--- config.mk ---
export PLATFORM = sky130hd
export DESIGN_NAME = adc_burst_seq
export DESIGN_NICKNAME = d
export VERILOG_FILES = /design/src/rtl/adc_seq_pkg.sv /design/src/rtl/adc_seq_regs.sv /design/src/rtl/adc_seq_engine.sv /design/src/rtl/adc_seq_results.sv /design/src/rtl/adc_burst_seq.sv
export SDC_FILE = /design/constraint.sdc
export NUM_CORES = 1
export LEC_CHECK = 0
export BUFFER_PORTS_ARGS = -buffer_cell sky130_fd_sc_hd__buf_2
export CAP_MARGIN = 10
export CORE_ASPECT_RATIO = 1.4
export CORE_UTILIZATION = 25
export CTS_CLUSTER_SIZE = 25
export DETAILED_ROUTE_END_ITERATION = 8
export PLACE_DENSITY_LB_ADDON = 0.12
export SYNTH_ARGS = -nofsm -noshare
export SYNTH_HDL_FRONTEND = slang
export SYNTH_SLANG_ARGS = --single-unit
--- constraint.sdc ---
create_clock -name clk -period 5.8 [get_ports clk]
set_input_delay 1.45 -clock clk [delete_from_list [all_inputs] [get_ports clk]]
set_output_delay 1.45 -clock clk [all_outputs]
set_load 0.005 [all_outputs]
--- src/rtl/adc_seq_pkg.sv ---
package adc_seq_pkg;
    localparam int REG_W = 32;
    localparam int FLD_W = 8;
    localparam int ADR_W = 3;

    localparam logic [ADR_W-1:0] A_SHAPE  = 3'd0;
    localparam logic [ADR_W-1:0] A_TIMING = 3'd1;
    localparam logic [ADR_W-1:0] A_GAP    = 3'd2;
    localparam logic [ADR_W-1:0] A_TXW    = 3'd3;
    localparam logic [ADR_W-1:0] A_CMD    = 3'd4;
    localparam logic [ADR_W-1:0] A_STAT   = 3'd5;

    localparam int CMD_GO_BIT  = 31;
    localparam int ST_BUSY     = 0;
    localparam int ST_COLL     = 1;
    localparam int ST_BADCFG   = 2;

    typedef enum logic [1:0] {
        S_IDLE  = 2'd0,
        S_FRAME = 2'd1,
        S_GAP   = 2'd2
    } seq_st_e;
endpackage

--- src/rtl/adc_seq_regs.sv ---
module adc_seq_regs
    import adc_seq_pkg::*;
#(
    parameter int DATA_W     = 16,
    parameter int MAX_FRAMES = 16,
    parameter int DIV_W      = 8,
    parameter int GAP_W      = 12
) (
    input  logic              clk,
    input  logic              rst_n,
    input  logic              reg_wr,
    input  logic [ADR_W-1:0]  reg_addr,
    input  logic [REG_W-1:0]  reg_wdata,
    input  logic [ADR_W-1:0]  reg_rd_addr,
    output logic [REG_W-1:0]  reg_rdata,
    input  logic              busy,
    output logic              go,
    output logic              err_coll,
    output logic              err_cfg,
    output logic [FLD_W-1:0]  frame_bits,
    output logic [FLD_W-1:0]  out_bits,
    output logic [FLD_W-1:0]  in_bits,
    output logic [FLD_W-1:0]  frames,
    output logic [DIV_W-1:0]  div,
    output logic [GAP_W-1:0]  gap,
    output logic [DATA_W-1:0] tx_word
);
    typedef struct packed {
        logic [REG_W-1:0] shape;
        logic [REG_W-1:0] timing;
        logic [REG_W-1:0] gap;
        logic [REG_W-1:0] txw;
        logic             err_coll;
        logic             err_cfg;
    } regs_t;

    regs_t q, d;
    logic  start_wr, cfg_ok;

    assign frame_bits = q.shape[FLD_W-1:0];
    assign out_bits   = q.shape[2*FLD_W-1:FLD_W];
    assign in_bits    = q.shape[3*FLD_W-1:2*FLD_W];
    assign frames     = q.timing[3*FLD_W-1:2*FLD_W];
    assign div        = q.timing[DIV_W-1:0];
    assign gap        = q.gap[GAP_W-1:0];
    assign tx_word    = q.txw[DATA_W-1:0];
    assign err_coll   = q.err_coll;
    assign err_cfg    = q.err_cfg;

    always_comb begin
        d        = q;
        start_wr = reg_wr && (reg_addr == A_CMD) && reg_wdata[CMD_GO_BIT];
        cfg_ok   = (frames != '0) && (frames <= FLD_W'(MAX_FRAMES)) &&
                   (frame_bits != '0) && (frame_bits <= FLD_W'(DATA_W)) &&
                   (out_bits <= frame_bits) && (in_bits <= frame_bits);
        go       = start_wr && !busy && cfg_ok;
        if (reg_wr) begin
            case (reg_addr)
                A_SHAPE:  d.shape  = reg_wdata;
                A_TIMING: d.timing = reg_wdata;
                A_GAP:    d.gap    = reg_wdata;
                A_TXW:    d.txw    = reg_wdata;
                default:  ;
            endcase
        end
        if (start_wr) begin
            if (busy) begin
                d.err_coll = 1'b1;
            end else if (!cfg_ok) begin
                d.err_cfg = 1'b1;
            end else begin
                d.err_coll = 1'b0;
                d.err_cfg  = 1'b0;
            end
        end
        case (reg_rd_addr)
            A_SHAPE:  reg_rdata = q.shape;
            A_TIMING: reg_rdata = q.timing;
            A_GAP:    reg_rdata = q.gap;
            A_TXW:    reg_rdata = q.txw;
            A_STAT: begin
                reg_rdata             = '0;
                reg_rdata[ST_BUSY]    = busy;
                reg_rdata[ST_COLL]    = q.err_coll;
                reg_rdata[ST_BADCFG]  = q.err_cfg;
            end
            default:  reg_rdata = '0;
        endcase
    end

    always_ff @(posedge clk or negedge rst_n) begin
        if (!rst_n) q <= '0;
        else        q <= d;
    end
endmodule

--- src/rtl/adc_seq_engine.sv ---
module adc_seq_engine
    import adc_seq_pkg::*;
#(
    parameter int DATA_W     = 16,
    parameter int MAX_FRAMES = 16,
    parameter int DIV_W      = 8,
    parameter int GAP_W      = 12,
    localparam int IDX_W     = (MAX_FRAMES > 1) ? $clog2(MAX_FRAMES) : 1
) (
    input  logic              clk,
    input  logic              rst_n,
    input  logic              go,
    input  logic [FLD_W-1:0]  frame_bits,
    input  logic [FLD_W-1:0]  out_bits,
    input  logic [FLD_W-1:0]  in_bits,
    input  logic [FLD_W-1:0]  frames,
    input  logic [DIV_W-1:0]  div,
    input  logic [GAP_W-1:0]  gap,
    input  logic [DATA_W-1:0] tx_word,
    input  logic              miso,
    output logic              sclk,
    output logic              cs_n,
    output logic              mosi,
    output logic              busy,
    output logic              res_we,
    output logic [IDX_W-1:0]  res_idx,
    output logic [DATA_W-1:0] res_data
);
    typedef struct packed {
        seq_st_e           st;
        logic [DIV_W-1:0]  hc;
        logic [FLD_W-1:0]  bit_idx;
        logic [FLD_W-1:0]  frame_idx;
        logic [GAP_W-1:0]  gap_cnt;
        logic [DATA_W-1:0] shreg;
        logic              sclk;
        logic              cs_n;
        logic              mosi;
    } eng_t;

    eng_t q, d;

    function automatic logic tx_bit(input logic [FLD_W-1:0] pos);
        logic [DATA_W-1:0] shifted;
        shifted = tx_word >> (out_bits - pos - FLD_W'(1));
        return (pos < out_bits) ? shifted[0] : 1'b0;
    endfunction

    assign sclk    = q.sclk;
    assign cs_n    = q.cs_n;
    assign mosi    = q.mosi;
    assign busy    = (q.st != S_IDLE);
    assign res_idx = q.frame_idx[IDX_W-1:0];

    always_comb begin
        d        = q;
        res_we   = 1'b0;
        res_data = q.shreg;
        case (q.st)
            S_IDLE: begin
                if (go) begin
                    d.st        = S_FRAME;
                    d.cs_n      = 1'b0;
                    d.sclk      = 1'b0;
                    d.hc        = '0;
                    d.bit_idx   = '0;
                    d.frame_idx = '0;
                    d.shreg     = '0;
                    d.mosi      = tx_bit('0);
                end
            end
            S_FRAME: begin
                if (q.hc == div) begin
                    d.hc = '0;
                    if (!q.sclk) begin
                        d.sclk = 1'b1;
                        if (q.bit_idx < in_bits)
                            d.shreg = {q.shreg[DATA_W-2:0], miso};
                    end else begin
                        d.sclk = 1'b0;
                        if (q.bit_idx == frame_bits - FLD_W'(1)) begin
                            res_we  = 1'b1;
                            d.cs_n  = 1'b1;
                            d.mosi  = 1'b0;
                            d.gap_cnt = '0;
                            d.st    = (q.frame_idx == frames - FLD_W'(1)) ? S_IDLE : S_GAP;
                        end else begin
                            d.bit_idx = q.bit_idx + FLD_W'(1);
                            d.mosi    = tx_bit(q.bit_idx + FLD_W'(1));
                        end
                    end
                end else begin
                    d.hc = q.hc + DIV_W'(1);
                end
            end
            S_GAP: begin
                if (q.gap_cnt == gap) begin
                    d.st        = S_FRAME;
                    d.cs_n      = 1'b0;
                    d.hc        = '0;
                    d.bit_idx   = '0;
                    d.frame_idx = q.frame_idx + FLD_W'(1);
                    d.shreg     = '0;
                    d.mosi      = tx_bit('0);
                end else begin
                    d.gap_cnt = q.gap_cnt + GAP_W'(1);
                end
            end
            default: d.st = S_IDLE;
        endcase
    end

    always_ff @(posedge clk or negedge rst_n) begin
        if (!rst_n) begin
            q      <= '0;
            q.st   <= S_IDLE;
            q.cs_n <= 1'b1;
        end else begin
            q <= d;
        end
    end
endmodule

--- src/rtl/adc_seq_results.sv ---
module adc_seq_results #(
    parameter int DATA_W     = 16,
    parameter int MAX_FRAMES = 16,
    localparam int IDX_W     = (MAX_FRAMES > 1) ? $clog2(MAX_FRAMES) : 1
) (
    input  logic              clk,
    input  logic              rst_n,
    input  logic              we,
    input  logic [IDX_W-1:0]  wr_idx,
    input  logic [DATA_W-1:0] wr_data,
    input  logic [IDX_W-1:0]  rd_idx,
    output logic [DATA_W-1:0] rd_data
);
    logic [MAX_FRAMES-1:0][DATA_W-1:0] slot_q, slot_d;

    always_comb begin
        slot_d = slot_q;
        for (int k = 0; k < MAX_FRAMES; k++) begin
            if (we && (wr_idx == IDX_W'(k))) slot_d[k] = wr_data;
        end
        rd_data = '0;
        for (int k = 0; k < MAX_FRAMES; k++) begin
            if (rd_idx == IDX_W'(k)) rd_data = slot_q[k];
        end
    end

    always_ff @(posedge clk or negedge rst_n) begin
        if (!rst_n) slot_q <= '0;
        else        slot_q <= slot_d;
    end
endmodule

--- src/rtl/adc_burst_seq.sv ---
module adc_burst_seq
    import adc_seq_pkg::*;
#(
    parameter int DATA_W     = 16,
    parameter int MAX_FRAMES = 16,
    parameter int DIV_W      = 8,
    parameter int GAP_W      = 12,
    localparam int IDX_W     = (MAX_FRAMES > 1) ? $clog2(MAX_FRAMES) : 1
) (
    input  logic              clk,
    input  logic              rst_n,
    input  logic              reg_wr,
    input  logic [2:0]        reg_addr,
    input  logic [31:0]       reg_wdata,
    input  logic [2:0]        reg_rd_addr,
    output logic [31:0]       reg_rdata,
    input  logic [IDX_W-1:0]  res_sel,
    output logic [DATA_W-1:0] res_word,
    output logic              spi_sclk,
    output logic              spi_cs_n,
    output logic              spi_mosi,
    input  logic              spi_miso
);
    logic              busy, go, err_coll, err_cfg, res_we;
    logic [FLD_W-1:0]  frame_bits, out_bits, in_bits, frames;
    logic [DIV_W-1:0]  div;
    logic [GAP_W-1:0]  gap;
    logic [DATA_W-1:0] tx_word, res_data;
    logic [IDX_W-1:0]  res_idx;

    adc_seq_regs #(
        .DATA_W(DATA_W), .MAX_FRAMES(MAX_FRAMES), .DIV_W(DIV_W), .GAP_W(GAP_W)
    ) u_regs (
        .clk, .rst_n, .reg_wr, .reg_addr, .reg_wdata, .reg_rd_addr, .reg_rdata,
        .busy, .go, .err_coll, .err_cfg, .frame_bits, .out_bits, .in_bits,
        .frames, .div, .gap, .tx_word
    );

    adc_seq_engine #(
        .DATA_W(DATA_W), .MAX_FRAMES(MAX_FRAMES), .DIV_W(DIV_W), .GAP_W(GAP_W)
    ) u_engine (
        .clk, .rst_n, .go, .frame_bits, .out_bits, .in_bits, .frames, .div,
        .gap, .tx_word, .miso(spi_miso), .sclk(spi_sclk), .cs_n(spi_cs_n),
        .mosi(spi_mosi), .busy, .res_we, .res_idx, .res_data
    );

    adc_seq_results #(
        .DATA_W(DATA_W), .MAX_FRAMES(MAX_FRAMES)
    ) u_results (
        .clk, .rst_n, .we(res_we), .wr_idx(res_idx), .wr_data(res_data),
        .rd_idx(res_sel), .rd_data(res_word)
    );
endmodule

==> impl_metrics.yaml <==
clock_network:
  htree_levels: 2
  ctsResizeCount: 0
  cts_setup_buffers: 0
  cts_tree: "built"
  hold_buffers: 0
  clock_latency_ns: 0.65
  cts_buffers: 52
  cts-root-buf: "clkbuf_16"
  clkTransAtPathRegs_ns: 0.06
  clock_sinks: 443
  cts_buffer_depth: 3
route:
  finalWirelength_um: 73900
  drc: 0
  wl_per_cell_um: 22.8
  avgViaCountPerCell: 4.83
  drtIter0Drc: 796
  firstDrtPassIters: 5
  drt.antenna.violating_nets: 0
  via_count: 15600
worst_hold_path:
  hp-class: "flop to flop"
cells_and_area:
  regArea_um2: 11100
  layout-drive-gt1-share: 0.245
  fin_nets: 2103
  filler_cell_count: 9387
  final_cells: 3235
  areaGrowthSynthToFinish_pct: 15.9
  multi_input_area_um2: 10800
synth:
  netlist_instances: 1924
  ys_warn_count: 0
  synthFlopType: "dfrtp_1"
  ys_ff_latch: 443
  syn_area_um2: 22700
  yosysUniqueCellTypes: 76
  yosysTopAreaCell: "dfrtp_1"
  synth_common_cells: "dfrtp_1, mux2_2, mux2_1"
  yosysMostFrequentCell: "dfrtp_1"
  synth_top_cell_area_share: 0.487
  ys_seq_area_frac: 0.488
  async_reset_ff_frac: 1.00
  synth_top_family_by_area: "multiplexers"
  ys_top_cells_by_area: "dfrtp_1, mux2_2, mux2_1"
  yosys.area_share.simple: 0.0802
  synth_edf_count: 0
  synth_compound_area_frac: 0.111
  synth-adder-area-share: 0.0279
  synthMuxAreaShare: 0.232
  avgSynthCellArea_um2: 11.8
  syn-num-nets: 2020
  synthXorXnorAreaFrac: 0.0218
timing:
  slew_viol_final: 0
  worst_pin_slew_ns: 1.24
  fin_skew_ns: 0.0619
  finalHoldViolCount: 0
  setup_tns_ns: 0
  min_period_ns: 5.23
  period_share: 0.901
  slew-limit-headroom: 0.172
  fmax_mhz: 191
  setup_violations: 0
  grt_setup_unrepaired: "false"
job:
  maxCapViolCount: 0
global_routing:
  grt_max_degree: 114
  grt_pass1_wl_um: 112000
  grtUsageTotal: 0.161
  grt_pass1_vias: 16800
  antenna_found_initial: 1
  gr-total-overflow: 0
die:
  die_h_um: 359
  initial_utilization: 0.253
  dieArea_um2: 92100
  num_rows: 130
  ioPinCount: 97
  fp.coreArea_um2: 89800
  die_x_um: 257
placed_design:
  gp_congestion: 0.814
  dpl.hpwl_um: 51500
  dp.cells: 3141
  io_buffers: 96
pwr:
  vdd_ir_drop_max_uv: 198
  powerDensity_nw_per_um2: 326
  leakage_nw: 12.3
worst_setup_path:
  crit_path_end_kind: "output port"
  r2r_slack_ns: 1.67
  crit_arrival_ns: 3.78
  critical_path_class: "primary input to output port"
  path_max_fanout: 14
  crit_path_start_kind: "primary input"
  cp.required_ns: 4.35
status:
  status: "complete, no violations"
## kinds of logic after synthesis
group / after synthesis
AO/OA/AOI/OAI: 389
XOR/XNOR: 55
adder cells (fa/ha/maj): 50
buffers and inverters: 196
flip-flops: 443
multiplexers: 429
AND/OR/NAND/NOR: 362
## placed cells by master, fill, tap and decap left out, drive strengths merged, types with 6 or more instances in the layout
| cell type | n |
|---|---|
| o221ai | 15 |
| o21ai | 120 |
| ha | 49 |
| nand2b | 17 |
| xor2 | 29 |
| a31oi | 19 |
| xnor2 | 25 |
| nand3 | 25 |
| mux4 | 28 |
| o211ai | 11 |
| o31ai | 10 |
| clkinv | 18 |
| o22ai | 19 |
| a21oi | 58 |
| o2bb2ai | 20 |
| nor2 | 70 |
| dfrtp | 442 |
| inv | 70 |
| buf | 154 |
| mux2 | 367 |
| nand4 | 6 |
| nor3b | 8 |
| nor4 | 7 |
| or2 | 6 |
| a22oi | 66 |
| a22o | 7 |
| a211oi | 11 |
| a21o | 7 |
| nor3 | 18 |
| clkbuf | 73 |
| mux2i | 34 |
| nand2 | 142 |
| and3 | 26 |
| a221oi | 6 |
| nor2b | 14 |
## power by group
part	switching [mW]	total [mW]	internal (mW)
clock network	1.42	3.30	1.89
logic	0.701	1.32	0.617
registers	0.593	3.95	3.36
## critical path, stage by stage
cell,delay [ns]
buf_2,0.28
buf_4,0.28
nor2b_1,0.20
buf_4,0.16
a22oi_1,0.08
o311ai_0,0.40
buf_4,0.19
nand2_1,0.05
a221o_1,0.28
o21ai_0,0.23
buf_2,0.17
## through the flow
stage	total power [mW]	hold slack [ns]	setup slack [ns]	util	cell area, um2
2_1_floorplan	4.65	0.452	0.823	-	22700
3_3_place_gp	5.33	0.461	0.528	0.274	24600
3_5_place_dp	5.36	0.469	0.530	0.274	24600
4_1_cts	8.76	0.484	0.529	0.293	26300
5_1_grt	9.03	0.502	0.426	0.293	26300
6_report	8.57	0.479	0.573	0.293	26300
## path summary, 6_finish.rpt
| path | from | depth (start not counted) | end |
|---|---|---|---|
| worst max-delay path | res_sel[3] | 11 | res_word[12] |
| worst min-delay path | u_results.slot_q[254]$_DFFE_PN0P_ | 1 | u_results.slot_q[254]$_DFFE_PN0P_ |
| worst max register to register | u_regs.frame_bits[1]$_DFFE_PN0P_ | 10 | u_results.slot_q[153]$_DFFE_PN0P_ |
| worst min register to register | u_results.slot_q[254]$_DFFE_PN0P_ | 1 | u_results.slot_q[254]$_DFFE_PN0P_ |
| max in group asynchronous | rst_n | 2 | u_results.slot_q[55]$_DFFE_PN0P_ |
| min in group asynchronous | rst_n | 1 | u_results.slot_q[199]$_DFFE_PN0P_ |
## sequential cells by signal (all words and copies together) (netlist names)
register           count
u_results.slot_q     256
u_regs.q              60
u_engine.q            34
u_engine.res_data     16
u_regs.tx_word        16
u_regs.gap            12
u_regs.div             8
u_regs.frame_bits      8
u_regs.frames          8
u_regs.in_bits         8
u_regs.out_bits        8
u_engine.res_idx       4
u_engine.cs_n          1
u_engine.mosi          1
u_engine.sclk          1
u_regs.err_cfg         1
u_regs.err_coll        1
## metal layers
metal | track usage | wire, um | vias up
li1 | - | - | 7163
met5 | 0 | 0 | -
met2 | 0.294 | 38700 | 290
met1 | 0.190 | 30200 | 8068
met4 | 0.0605 | 2560 | 0
met3 | 0.0243 | 2500 | 115
## final cells by class
class,count,share of cell area
inverters,71,0.0101
clock inverters,20,0.00789
flip-flops and latches,443,0.421
well taps,1188,0.0565
repair buffers,154,0.0373
diodes,1,0.0000951
clock buffers,73,0.0566
multi-input cells,1285,0.410
No activity file was read; power rests on OpenSTA's default activity.
